--- src/rtl/dtg_pkg.sv ---
package dtg_pkg;

    // Register indices on the write port
    typedef enum logic [3:0] {
        DTG_CTRL  = 4'd0,
        DTG_HTOT  = 4'd1,
        DTG_HACT  = 4'd2,
        DTG_HSS   = 4'd3,
        DTG_HSE   = 4'd4,
        DTG_VTOT  = 4'd5,
        DTG_VACT  = 4'd6,
        DTG_VSS   = 4'd7,
        DTG_VSE   = 4'd8,
        DTG_PFT   = 4'd9,
        DTG_PAN   = 4'd10
    } dtg_reg_e;

    // Positions inside the timing array (register index minus one)
    localparam int TI_HTOT = 0;
    localparam int TI_HACT = 1;
    localparam int TI_HSS  = 2;
    localparam int TI_HSE  = 3;
    localparam int TI_VTOT = 4;
    localparam int TI_VACT = 5;
    localparam int TI_VSS  = 6;
    localparam int TI_VSE  = 7;
    localparam int TI_PFT  = 8;
    localparam int DTG_NUM_TIMING = 9;

    // Pan x must be aligned to this many low zero bits
    localparam int PAN_X_ALIGN_BITS = 3;

endpackage

--- src/rtl/dtg_regfile.sv ---
module dtg_regfile
    import dtg_pkg::*;
#(
    parameter int CW = 12,
    parameter int AW = 4,
    parameter int DW = 32,
    parameter logic [DTG_NUM_TIMING*CW-1:0] RST_TIMING = '0
) (
    input  logic                                   clk,
    input  logic                                   rst_n,
    input  logic                                   wr_en,
    input  logic [AW-1:0]                          wr_addr,
    input  logic [DW-1:0]                          wr_data,
    input  logic                                   commit,
    output logic                                   run,
    output logic                                   refr,
    output logic [DTG_NUM_TIMING-1:0][CW-1:0]      timing,
    output logic [DW/2-1:0]                        pan_x,
    output logic [DW/2-1:0]                        pan_y
);

    localparam int NT = DTG_NUM_TIMING;
    localparam int PW = DW / 2;

    typedef struct packed {
        logic                   run;
        logic                   refr;
        logic [NT-1:0][CW-1:0]  pend;
        logic [NT-1:0][CW-1:0]  act;
        logic [PW-1:0]          pend_px;
        logic [PW-1:0]          pend_py;
        logic [PW-1:0]          act_px;
        logic [PW-1:0]          act_py;
    } rf_t;

    rf_t s_d, s_q;
    logic pan_ok;

    assign pan_ok = (wr_data[PW +: PAN_X_ALIGN_BITS] == '0);

    always_comb begin
        s_d = s_q;
        if (wr_en) begin
            if (wr_addr == AW'(DTG_CTRL)) begin
                s_d.run  = wr_data[0];
                s_d.refr = wr_data[1];
            end
            for (int i = 0; i < NT; i++) begin
                if (wr_addr == AW'(i + 1)) begin
                    s_d.pend[i] = wr_data[CW-1:0];
                end
            end
            if (wr_addr == AW'(DTG_PAN) && pan_ok) begin
                s_d.pend_px = wr_data[DW-1:PW];
                s_d.pend_py = wr_data[PW-1:0];
            end
        end
        // working set only moves at a frame boundary or while stopped
        if (commit) begin
            s_d.act    = s_q.pend;
            s_d.act_px = s_q.pend_px;
            s_d.act_py = s_q.pend_py;
        end
    end

    always_ff @(posedge clk or negedge rst_n) begin
        if (!rst_n) begin
            s_q.run     <= 1'b0;
            s_q.refr    <= 1'b0;
            s_q.pend    <= RST_TIMING;
            s_q.act     <= RST_TIMING;
            s_q.pend_px <= '0;
            s_q.pend_py <= '0;
            s_q.act_px  <= '0;
            s_q.act_py  <= '0;
        end else begin
            s_q <= s_d;
        end
    end

    assign run    = s_q.run;
    assign refr   = s_q.refr;
    assign timing = s_q.act;
    assign pan_x  = s_q.act_px;
    assign pan_y  = s_q.act_py;

endmodule

--- src/rtl/dtg_counter.sv ---
module dtg_counter #(
    parameter int CW = 12
) (
    input  logic          clk,
    input  logic          rst_n,
    input  logic          run,
    input  logic [CW-1:0] h_tot,
    input  logic [CW-1:0] v_tot,
    output logic [CW-1:0] h_cnt,
    output logic [CW-1:0] v_cnt,
    output logic          frame_end
);

    typedef struct packed {
        logic [CW-1:0] h;
        logic [CW-1:0] v;
    } pos_t;

    pos_t p_d, p_q;
    logic h_last, v_last;

    assign h_last = (p_q.h == h_tot);
    assign v_last = (p_q.v == v_tot);

    always_comb begin
        p_d = p_q;
        if (!run) begin
            p_d.h = '0;
            p_d.v = '0;
        end else if (h_last) begin
            p_d.h = '0;
            p_d.v = v_last ? '0 : p_q.v + CW'(1);
        end else begin
            p_d.h = p_q.h + CW'(1);
        end
    end

    always_ff @(posedge clk or negedge rst_n) begin
        if (!rst_n) begin
            p_q <= '0;
        end else begin
            p_q <= p_d;
        end
    end

    assign h_cnt     = p_q.h;
    assign v_cnt     = p_q.v;
    assign frame_end = run && h_last && v_last;

endmodule

--- src/rtl/dtg_decode.sv ---
module dtg_decode #(
    parameter int CW = 12,
    parameter int PW = 16
) (
    input  logic          run,
    input  logic          refr,
    input  logic [CW-1:0] h_cnt,
    input  logic [CW-1:0] v_cnt,
    input  logic [CW-1:0] h_tot,
    input  logic [CW-1:0] h_act,
    input  logic [CW-1:0] hs_start,
    input  logic [CW-1:0] hs_end,
    input  logic [CW-1:0] v_tot,
    input  logic [CW-1:0] v_act,
    input  logic [CW-1:0] vs_start,
    input  logic [CW-1:0] vs_end,
    input  logic [CW-1:0] pf_thr,
    input  logic [PW-1:0] pan_x,
    input  logic [PW-1:0] pan_y,
    output logic          disp_en,
    output logic          hsync,
    output logic          vsync,
    output logic          line_prefetch,
    output logic [PW-1:0] pix_x,
    output logic [PW-1:0] pix_y
);

    logic [CW-1:0] thr_eff;
    logic [CW-1:0] v_next;
    logic          in_h, in_v, next_vis, show;

    always_comb begin
        // a threshold past the line end is pulled back onto the last column
        thr_eff  = (pf_thr > h_tot) ? h_tot : pf_thr;
        v_next   = (v_cnt == v_tot) ? '0 : v_cnt + CW'(1);
        next_vis = (v_next <= v_act);
        in_h     = (h_cnt <= h_act);
        in_v     = (v_cnt <= v_act);
        show     = run && refr;

        disp_en       = show && in_h && in_v;
        hsync         = run && (h_cnt > hs_start) && (h_cnt <= hs_end);
        vsync         = run && (v_cnt > vs_start) && (v_cnt <= vs_end);
        line_prefetch = show && next_vis && (h_cnt == thr_eff);

        pix_x = run ? PW'(h_cnt) + pan_x : pan_x;
        pix_y = run ? PW'(v_cnt) + pan_y : pan_y;
    end

endmodule

--- src/rtl/disp_timing_gen.sv ---
module disp_timing_gen
    import dtg_pkg::*;
#(
    parameter int CW = 12,
    parameter int AW = 4,
    parameter int DW = 32,
    parameter int H_ACTIVE = 1280,
    parameter int H_FRONT  = 48,
    parameter int H_SYNC   = 112,
    parameter int H_BACK   = 248,
    parameter int V_ACTIVE = 1024,
    parameter int V_FRONT  = 1,
    parameter int V_SYNC   = 3,
    parameter int V_BACK   = 38,
    parameter int PREFETCH = 355
) (
    input  logic            clk,
    input  logic            rst_n,
    input  logic            wr_en,
    input  logic [AW-1:0]   wr_addr,
    input  logic [DW-1:0]   wr_data,
    output logic [DW/2-1:0] pix_x,
    output logic [DW/2-1:0] pix_y,
    output logic            disp_en,
    output logic            hsync,
    output logic            vsync,
    output logic            line_prefetch
);

    localparam int NT      = DTG_NUM_TIMING;
    localparam int PW      = DW / 2;
    localparam int H_TOTAL = H_ACTIVE + H_FRONT + H_SYNC + H_BACK;
    localparam int V_TOTAL = V_ACTIVE + V_FRONT + V_SYNC + V_BACK;
    localparam int PF_CLMP = (PREFETCH >= H_TOTAL) ? H_TOTAL - 1 : PREFETCH;

    localparam logic [NT*CW-1:0] RST_TIMING = {
        CW'(H_TOTAL - PF_CLMP - 1),
        CW'(V_ACTIVE + V_FRONT + V_SYNC - 1),
        CW'(V_ACTIVE + V_FRONT - 1),
        CW'(V_ACTIVE - 1),
        CW'(V_TOTAL - 1),
        CW'(H_ACTIVE + H_FRONT + H_SYNC - 1),
        CW'(H_ACTIVE + H_FRONT - 1),
        CW'(H_ACTIVE - 1),
        CW'(H_TOTAL - 1)
    };

    logic                   run, refr, commit, frame_end;
    logic [NT-1:0][CW-1:0]  timing;
    logic [PW-1:0]          pan_x, pan_y;
    logic [CW-1:0]          h_cnt, v_cnt, h_tot, v_tot;

    assign h_tot  = timing[TI_HTOT];
    assign v_tot  = timing[TI_VTOT];
    assign commit = !run || frame_end;

    dtg_regfile #(
        .CW(CW), .AW(AW), .DW(DW), .RST_TIMING(RST_TIMING)
    ) u_regs (
        .clk     (clk),
        .rst_n   (rst_n),
        .wr_en   (wr_en),
        .wr_addr (wr_addr),
        .wr_data (wr_data),
        .commit  (commit),
        .run     (run),
        .refr    (refr),
        .timing  (timing),
        .pan_x   (pan_x),
        .pan_y   (pan_y)
    );

    dtg_counter #(.CW(CW)) u_cnt (
        .clk       (clk),
        .rst_n     (rst_n),
        .run       (run),
        .h_tot     (h_tot),
        .v_tot     (v_tot),
        .h_cnt     (h_cnt),
        .v_cnt     (v_cnt),
        .frame_end (frame_end)
    );

    dtg_decode #(.CW(CW), .PW(PW)) u_dec (
        .run           (run),
        .refr          (refr),
        .h_cnt         (h_cnt),
        .v_cnt         (v_cnt),
        .h_tot         (h_tot),
        .h_act         (timing[TI_HACT]),
        .hs_start      (timing[TI_HSS]),
        .hs_end        (timing[TI_HSE]),
        .v_tot         (v_tot),
        .v_act         (timing[TI_VACT]),
        .vs_start      (timing[TI_VSS]),
        .vs_end        (timing[TI_VSE]),
        .pf_thr        (timing[TI_PFT]),
        .pan_x         (pan_x),
        .pan_y         (pan_y),
        .disp_en       (disp_en),
        .hsync         (hsync),
        .vsync         (vsync),
        .line_prefetch (line_prefetch),
        .pix_x         (pix_x),
        .pix_y         (pix_y)
    );

endmodule

--- config.mk ---
export PLATFORM = sky130hd
export DESIGN_NAME = disp_timing_gen
export DESIGN_NICKNAME = d
export VERILOG_FILES = /design/src/rtl/dtg_pkg.sv /design/src/rtl/dtg_regfile.sv /design/src/rtl/dtg_counter.sv /design/src/rtl/dtg_decode.sv /design/src/rtl/disp_timing_gen.sv
export SDC_FILE = /design/constraint.sdc
export NUM_CORES = 1
export LEC_CHECK = 0
export ABC_AREA = 1
export BUFFER_PORTS_ARGS = -buffer_cell sky130_fd_sc_hd__clkbuf_2
export CORE_ASPECT_RATIO = 1.5
export CORE_UTILIZATION = 45
export DETAILED_ROUTE_END_ITERATION = 10
export HOLD_SLACK_MARGIN = 0.15
export PLACE_DENSITY = 0.67
export SETUP_SLACK_MARGIN = 0.15
export SLEW_MARGIN = 5
export SYNTH_ARGS = -nofsm -noshare
export SYNTH_HDL_FRONTEND = slang
export SYNTH_SLANG_ARGS = --single-unit
export TNS_END_PERCENT = 50
--- constraint.sdc ---
create_clock -name clk -period 5.1 [get_ports clk]
set_clock_uncertainty 0.15 [all_clocks]
set_input_delay 1.275 -clock clk [delete_from_list [all_inputs] [get_ports clk]]
set_output_delay 1.275 -clock clk [all_outputs]
set_load 0.005 [all_outputs]
==> results of run 1 <==
stage by stage:
stage               setup WS [ns]  instances
floorplan                   1.068       1943
detailed placement         0.4620       2446
global placement           0.4297       2446
CTS                        0.1502       2507
global route             -0.08353       2512
finish                     0.1924       2512
path summary, 6_finish.rpt:
kind,start,endpoint
setup / recovery,u_cnt.v_cnt[0]$_DFFE_PN0P_,line_prefetch
hold / removal,u_regs.s_q[232]$_DFFE_PN1P_,u_regs.timing[60]$_DFFE_PN1P_
setup reg to reg,u_cnt.h_cnt[8]$_DFF_PN0_,u_regs.timing[11]$_DFFE_PN0P_
hold reg to reg,u_regs.s_q[232]$_DFFE_PN1P_,u_regs.timing[60]$_DFFE_PN1P_
max in group asynchronous,rst_n,u_cnt.v_cnt[4]$_DFFE_PN0P_
min in group asynchronous,rst_n,u_regs.timing[47]$_DFFE_PN0P_
routing by layer:
layer | wire length (um) | up-vias | share of wire
li1 | - | 6469 | -
met1 | 16600 | 6227 | 0.38
met2 | 22950 | 210 | 0.53
met3 | 1290 | 111 | 0.030
met4 | 2429 | 0 | 0.056
met5 | 0 | - | 0
registers in the layout (all words and copies together) (netlist names):
name and cells:
u_regs.s_q 140, u_regs.timing 108, u_regs.pan_x 16, u_regs.pan_y 16, u_cnt.h_cnt 12, u_cnt.v_cnt 12
u_regs.refr 1, u_regs.run 1
Yosys cell counts, drive strengths merged:
| cell type | count | share of area |
|---|---|---|
| clkbuf | 36 | 0.0082 |
| nor2 | 116 | 0.026 |
| and2 | 1 | 0.00038 |
| or2 | 7 | 0.0027 |
| nor3b | 1 | 0.00046 |
| o221ai | 1 | 0.00053 |
| xnor2 | 1 | 0.00053 |
| ha | 122 | 0.093 |
| inv | 220 | 0.050 |
| o31ai | 5 | 0.0023 |
| o22ai | 6 | 0.0023 |
| nand2 | 504 | 0.12 |
| o21ai | 246 | 0.086 |
| nand3 | 97 | 0.030 |
| nor4 | 8 | 0.0040 |
| a21oi | 111 | 0.034 |
| o211ai | 4 | 0.0018 |
| a211oi | 4 | 0.0018 |
| xor2 | 38 | 0.020 |
| buf | 35 | 0.018 |
| nand4 | 27 | 0.010 |
| nor3 | 20 | 0.0061 |
| a21o | 3 | 0.0014 |
| dfstp | 108 | 0.17 |
| clkinv | 11 | 0.0025 |
| o21a | 1 | 0.00046 |
| nand2b | 1 | 0.00038 |
| nand3b | 3 | 0.0014 |
| dfrtp | 198 | 0.30 |
| a31oi | 2 | 0.00076 |
| a21boi | 1 | 0.00046 |
| fa | 2 | 0.0024 |
| o21bai | 3 | 0.0014 |
cell families after synthesis:
group / Yosys count / synth area share
compound gates: 387 / 0.1326
buf+inv: 302 / 0.07876
fa+ha+maj: 124 / 0.09527
flops: 306 / 0.4739
xor+xnor: 39 / 0.02077
simple gates: 785 / 0.1988
cell type report:
class | instances | area [um^2] | share of cell area
tap | 478 | 598.1 | 0.03237
clock inverter | 17 | 245.2 | 0.01327
inverter | 231 | 869.6 | 0.04706
timing repair buffer | 106 | 683.2 | 0.03697
multi-input combinational | 1335 | 7455 | 0.4034
sequential | 306 | 7802 | 0.4223
clock buffer | 39 | 824.5 | 0.04462
power by group:
group | internal [mW] | total (mW) | switching [mW] | leakage, nW
registers | 3.12 | 3.42 | 0.302 | 3.64
clock network | 1.40 | 2.40 | 0.996 | 0.527
logic | 0.737 | 2.10 | 1.36 | 4.88
total | 5.26 | 7.92 | 2.66 | 9.05
critical path: stages (launching register included):
cell      delay, ns
dfrtp_1        0.40
ha_2           0.20
nand2_2        0.06
nor2_1         0.10
inv_1          0.06
nor2_2         0.13
nand3_2        0.10
nor2_2         0.11
nand2_1        0.07
o21ai_1        0.13
nand3_1        0.11
inv_1          0.07
ha_1           0.23
nand2_2        0.08
nor2_2         0.05
and2_4         0.13
nand2_2        0.05
nand3_2        0.06
nand2_2        0.08
nand2_2        0.07
nor2_2         0.10
nand3_2        0.09
nor2_2         0.11
nand2_1        0.07
nor2_2         0.13
clkbuf_2       0.12
what timing repair did:
action                                 4_1_cts  5_1_grt
pin swaps                                    5       15
gates cloned                                 0        0
setup endpoints to repair                    1        1
endpoints found under the hold margin        0        0
buffers inserted                             5        5
resized for setup                           17       16
==> metrics.md, run 1 <==
| Metric | Value |
|---|---|
| Core area | `35950 um^2` |
| CTS Hold Bufs | `0` |
| Sequential fraction of the synthesis area | `0.4739` |
| GPL Wtd Cong | `0.9252` |
| Worst-path clk slew | `0.07 ns` |
| Number of global-route vias before repair | `13035` |
| IO Count | `75` |
| Layout cells sized above 1 | `0.1780` |
| Min Hold Slack | `0.3149 ns` |
| Relative slew margins | `0.2701` |
| Slew Viols, Final | `0` |
| Crit. End Element | `primary output` |
| Residual DRC | `0` |
| Skew-Pair Late Insertion Delay | `0.59 ns` |
| Setup TNS Final | `0 ns` |
| Rows | `85` |
| Setup violators final | `0` |
| Die Ht | `236.1 um` |
| Hold depth | `2` |
| Largest buffer count on any clock path | `3` |
| Flop2flop setup slack | `2.03 ns` |
| Synth cell types | `44` |
| 1st-iter DRT viols | `663` |
| M2 GR Usage | `0.4390` |
| Final Hold Vio Count | `0` |
| Drt pass-1 iters | `5` |
| Nets | `2173` |
| Root Buffer | `clkbuf_16` |
| Syn_area_per_cell | `8.463 um^2` |
| Flops & latches, synth | `306` |
| Type of origin of the critical path | `flip-flop` |
| Sink Count | `306` |
| Unrepaired setup endpoints after global routing | `true` |
| Drt total wl | `43270 um` |
| Top Usage Layer GRT | `met2` |
| Fill count | `3492` |
| Maximum capacitance violations | `0` |
| Least-Margin Pin Slew | `1.092 ns` |
| TritonCTS clock tree | `yes` |
| PwrDens | `428.4 nW/um^2` |
| CTS Buf Count | `30` |
| Met1 global-route usage | `0.2735` |
| Via count | `13017` |
| Vias per cell | `5.182` |
| Critical Path RT | `3.67 ns` |
| Initial antenna violation count | `2` |
| Width of the die | `158.1 um` |
| Syn_nets | `2106` |
| Worst VDD drop | `0.2481 mV` |
| Syn Inst Count | `1943` |
| Final core occ | `0.5140` |
| Critical path class | `reg2out` |
| Pleak | `9.049 nW` |
| H-tree level count | `1` |
| Ys Warns | `0` |
| Met3 GRT Util | `0.02517` |
| R2R depth | `7` |
| Most frequent cells in the layout | `nand2_1, inv_1, dfrtp_1` |
| Post-DP Area | `17240 um^2` |
| GR Util All Layers | `0.2413` |
| Die ar. | `37330 um^2` |
| Synth-to-Final Area Change | `12.37%` |
| Global-route wire length before repair | `68980 um` |
| Starting Density | `0.4574` |
| Crit path DAT | `3.48 ns` |
| Final antenna-violating net count | `0` |
| Total power | `7.916 mW` |
| Largest net degree at the start of global routing | `123` |
| Commonest non-fill, non-tap cell in the layout | `nand2_1` |
| Max Clk Rate | `0.2038 GHz` |
| Grt ovf | `0` |
| Port bufs | `74` |
| Cell Area, Synth | `16440 um^2` |
| HP Class | `reg2reg` |
| DPL Wire Length | `30760 um` |
| Minimum clock period | `4.908 ns` |
| Final Cycle Share | `0.9623` |
| Status | `completed` |
| Crit path max fanout | `3` |
| Cell area after layout | `18480 um^2` |
| Antenna cells | `0` |
| WL per Instance | `17.22 um` |
Note: power is estimated with default switching activity, not from simulation.
==> inputs of run 2 (changes only) <==
--- a/config.mk
+++ b/config.mk
@@ -11,2 +11,3 @@
 export CORE_UTILIZATION = 45
+export CTS_BUF_LIST = sky130_fd_sc_hd__clkbuf_8
 export DETAILED_ROUTE_END_ITERATION = 10
==> constraint.sdc (replaced) <==
create_clock -name clk -period 5.1 [get_ports clk]
set_clock_uncertainty 0.15 [all_clocks]
set_input_delay 1.53 -clock clk [delete_from_list [all_inputs] [get_ports clk]]
set_output_delay 1.53 -clock clk [all_outputs]
set_load 0.005 [all_outputs]
==> metrics.md, run 2 (synthesized netlist as in run 1, its figures left out) <==
| Metric | Value |
|---|---|
| HP Start | `u_regs.s_q[232]$_DFFE_PN1P_` |
| GPL Wtd Cong | `0.8920 (-3.6%)` |
| Placed Cells | `2459 (+0.53%)` |
| Slew Viols, Final | `0 (unchanged)` |
| Number of global-route vias before repair | `13389 (+2.7%)` |
| Initial antenna violation count | `2 (unchanged)` |
| Global-route wire length before repair | `70290 um (+1.9%)` |
| Sink Count | `306 (unchanged)` |
| Synth-to-Final Area Change | `12.40% (about the same)` |
| CTS Buf Count | `48 (+60%)` |
| Least-Margin Pin Slew | `1.032 ns (-0.06006 ns)` |
| Status | `finished, violations left` |
| Worst setup margin | `-0.1083 ns (-0.3007 ns)` |
| Final Cycle Share | `1.021 (+0.05897)` |
| Violated checks | `setup timing` |
| Flop2flop setup slack | `2.14 ns (+0.11 ns)` |
| Setup TNS Final | `-0.1083 ns (-0.1083 ns)` |
| R2R depth | `8 (+1)` |
| Width of the die | `158.1 um (unchanged)` |
| Post-place setup slack | `0.2137 ns (-0.2483 ns)` |
| Starting Density | `0.4574 (unchanged)` |
| Crit path DAT | `3.53 ns (+0.05 ns)` |
| Critical path class | `reg2out` |
| Largest net degree at the start of global routing | `116 (-5.7%)` |
| Pleak | `9.156 nW (+1.2%)` |
| Hold Path Sink | `u_regs.timing[60]$_DFFE_PN1P_` |
| Largest buffer count on any clock path | `3 (unchanged)` |
| Worst-path clk slew | `0.07 ns (about the same)` |
| GR Util All Layers | `0.2470 (+0.005677)` |
| H-tree level count | `2 (+1)` |
| Worst r2r src | `u_cnt.h_cnt[8]$_DFF_PN0_` |
| Most frequent cells in the layout | `nand2_1, inv_1, dfrtp_1` |
| Die ar. | `37330 um^2 (unchanged)` |
| Die Ht | `236.1 um (unchanged)` |
| Type of origin of the critical path | `flip-flop` |
| Max reg flops | `140 (unchanged)` |
| Relative slew margins | `0.3102 (+0.04016)` |
| Hold depth | `2 (unchanged)` |
| Skew-Pair Late Insertion Delay | `0.60 ns (about the same)` |
| Post-Layout Cell Count | `2558 (+1.8%)` |
| Crit path max fanout | `12 (+9)` |
| Root Buffer | `clkbuf_8` |
| HP Class | `reg2reg` |
| PwrDens | `413.4 nW/um^2 (-3.5%)` |
| Unrepaired setup endpoints after global routing | `true` |
| Port bufs | `74 (unchanged)` |
| DPL Wire Length | `30710 um (-0.18%)` |
| Minimum clock period | `5.208 ns (+0.3007 ns)` |
| Residual DRC | `0 (unchanged)` |
| Drt total wl | `43550 um (+0.65%)` |
| Grt ovf | `0 (unchanged)` |
| Rows | `85 (unchanged)` |
| Total power | `7.640 mW (-3.5%)` |
| Setup violators final | `1 (+1)` |
| Commonest non-fill, non-tap cell in the layout | `nand2_1` |
| Vias per cell | `5.161 (-0.41%)` |
| Worst VDD drop | `0.2475 mV (-0.25%)` |
| Final Hold Vio Count | `0 (unchanged)` |
| Final core occ | `0.5141 (about the same)` |
| Reg-to-reg endpoint | `u_regs.timing[101]$_DFFE_PN1P_` |
| IO Count | `75 (unchanged)` |
| Most flop-heavy register | `u_regs.s_q` |
| Layout cells sized above 1 | `0.1900 (+0.01202)` |
| Crit. End Element | `primary output` |
| Max Clk Rate | `0.1920 GHz (-5.8%)` |
| Nets | `2202 (+1.3%)` |
| WL per Instance | `17.03 um (-1.2%)` |
| 1st-iter DRT viols | `668 (+0.75%)` |
| Via count | `13201 (+1.4%)` |
| Core area | `35950 um^2 (unchanged)` |
| Maximum capacitance violations | `0 (unchanged)` |
| Drt pass-1 iters | `5 (unchanged)` |
| Final antenna-violating net count | `0 (unchanged)` |
| Critical Path RT | `3.42 ns (-0.25 ns)` |
| TritonCTS clock tree | `yes` |
==> run 2: how the worst max path moves through the flow <==
stage,startpoint,end,cells past startpoint
floorplan,u_cnt.v_cnt[1]$_DFFE_PN0P_,line_prefetch,20
global placement,u_cnt.v_cnt[1]$_DFFE_PN0P_,line_prefetch,20
detailed placement,u_cnt.v_cnt[4]$_DFFE_PN0P_,line_prefetch,20
CTS,u_cnt.v_cnt[0]$_DFFE_PN0P_,line_prefetch,25
global route,u_cnt.v_cnt[1]$_DFFE_PN0P_,line_prefetch,25
finish,u_cnt.v_cnt[0]$_DFFE_PN0P_,line_prefetch,21
==> run 2: repair_timing <==
action / CTS / global route
pin swaps: 7 / 15
setup buffers: 5 / 3
setup endpoints to repair: 1 / 1
gates resized for setup: 23 / 12
hold buffers: 0 / 0
==> run 2: layout make-up <==
cell class / count / area (um^2)
Tap cell: 478 / 598.1
Antenna cell: 1 / 2.502
Multi-Input combinational cell: 1335 / 7466
Inverter: 231 / 869.6
Sequential cell: 306 / 7797
Clock buffer: 60 / 825.8
Fill cell: 3460 / 17470
Timing Repair Buffer: 117 / 753.2
Clock inverter: 30 / 168.9
==> run 2: metal layers <==
metal / global-route usage / wire length (um) / share of wire / vias to the layer above
met3: 0.02976 / 1353 / 0.031 / 107
met5: 0 / 0 / 0 / -
met4: 0.1320 / 2446 / 0.056 / 0
met1: 0.2757 / 16780 / 0.39 / 6308
met2: 0.4490 / 22970 / 0.53 / 235
li1: - / - / - / 6551
==> run 2: where the power goes <==
| part | switching [mW] | total (mW) | internal [mW] | leakage (nW) |
|---|---|---|---|---|
| Sequential | 0.290 | 3.41 | 3.12 | 3.65 |
| Combinational | 1.35 | 2.10 | 0.744 | 4.92 |
| Clock | 1.01 | 2.13 | 1.12 | 0.587 |
| Total | 2.65 | 7.64 | 4.99 | 9.16 |
==> run 2: metrics by stage <==
stage / area [um^2] / hold WS (ns)
2_1_floorplan: 16440 / 0.2919
3_3_place_gp: 17320 / 0.3005
3_5_place_dp: 17320 / 0.3022
4_1_cts: 18410 / 0.2959
5_1_grt: 18480 / 0.3061
6_report: 18480 / 0.2991
==> run 2: worst max-delay path: stages, from the launching register on <==
cell     delay, ns
dfrtp_1       0.40
buf_4         0.15
xor2_1        0.16
nor4_2        0.25
nand2_1       0.14
nor2_4        0.13
inv_4         0.09
nand2_1       0.09
inv_1         0.04
ha_1          0.30
nand2_2       0.07
nor2_2        0.13
and2_4        0.16
nand4_1       0.08
nand2_2       0.09
nand2_2       0.07
nor2_2        0.08
nand3_1       0.07
nor2_1        0.10
nand2_1       0.06
nor2_2        0.12
buf_2         0.12
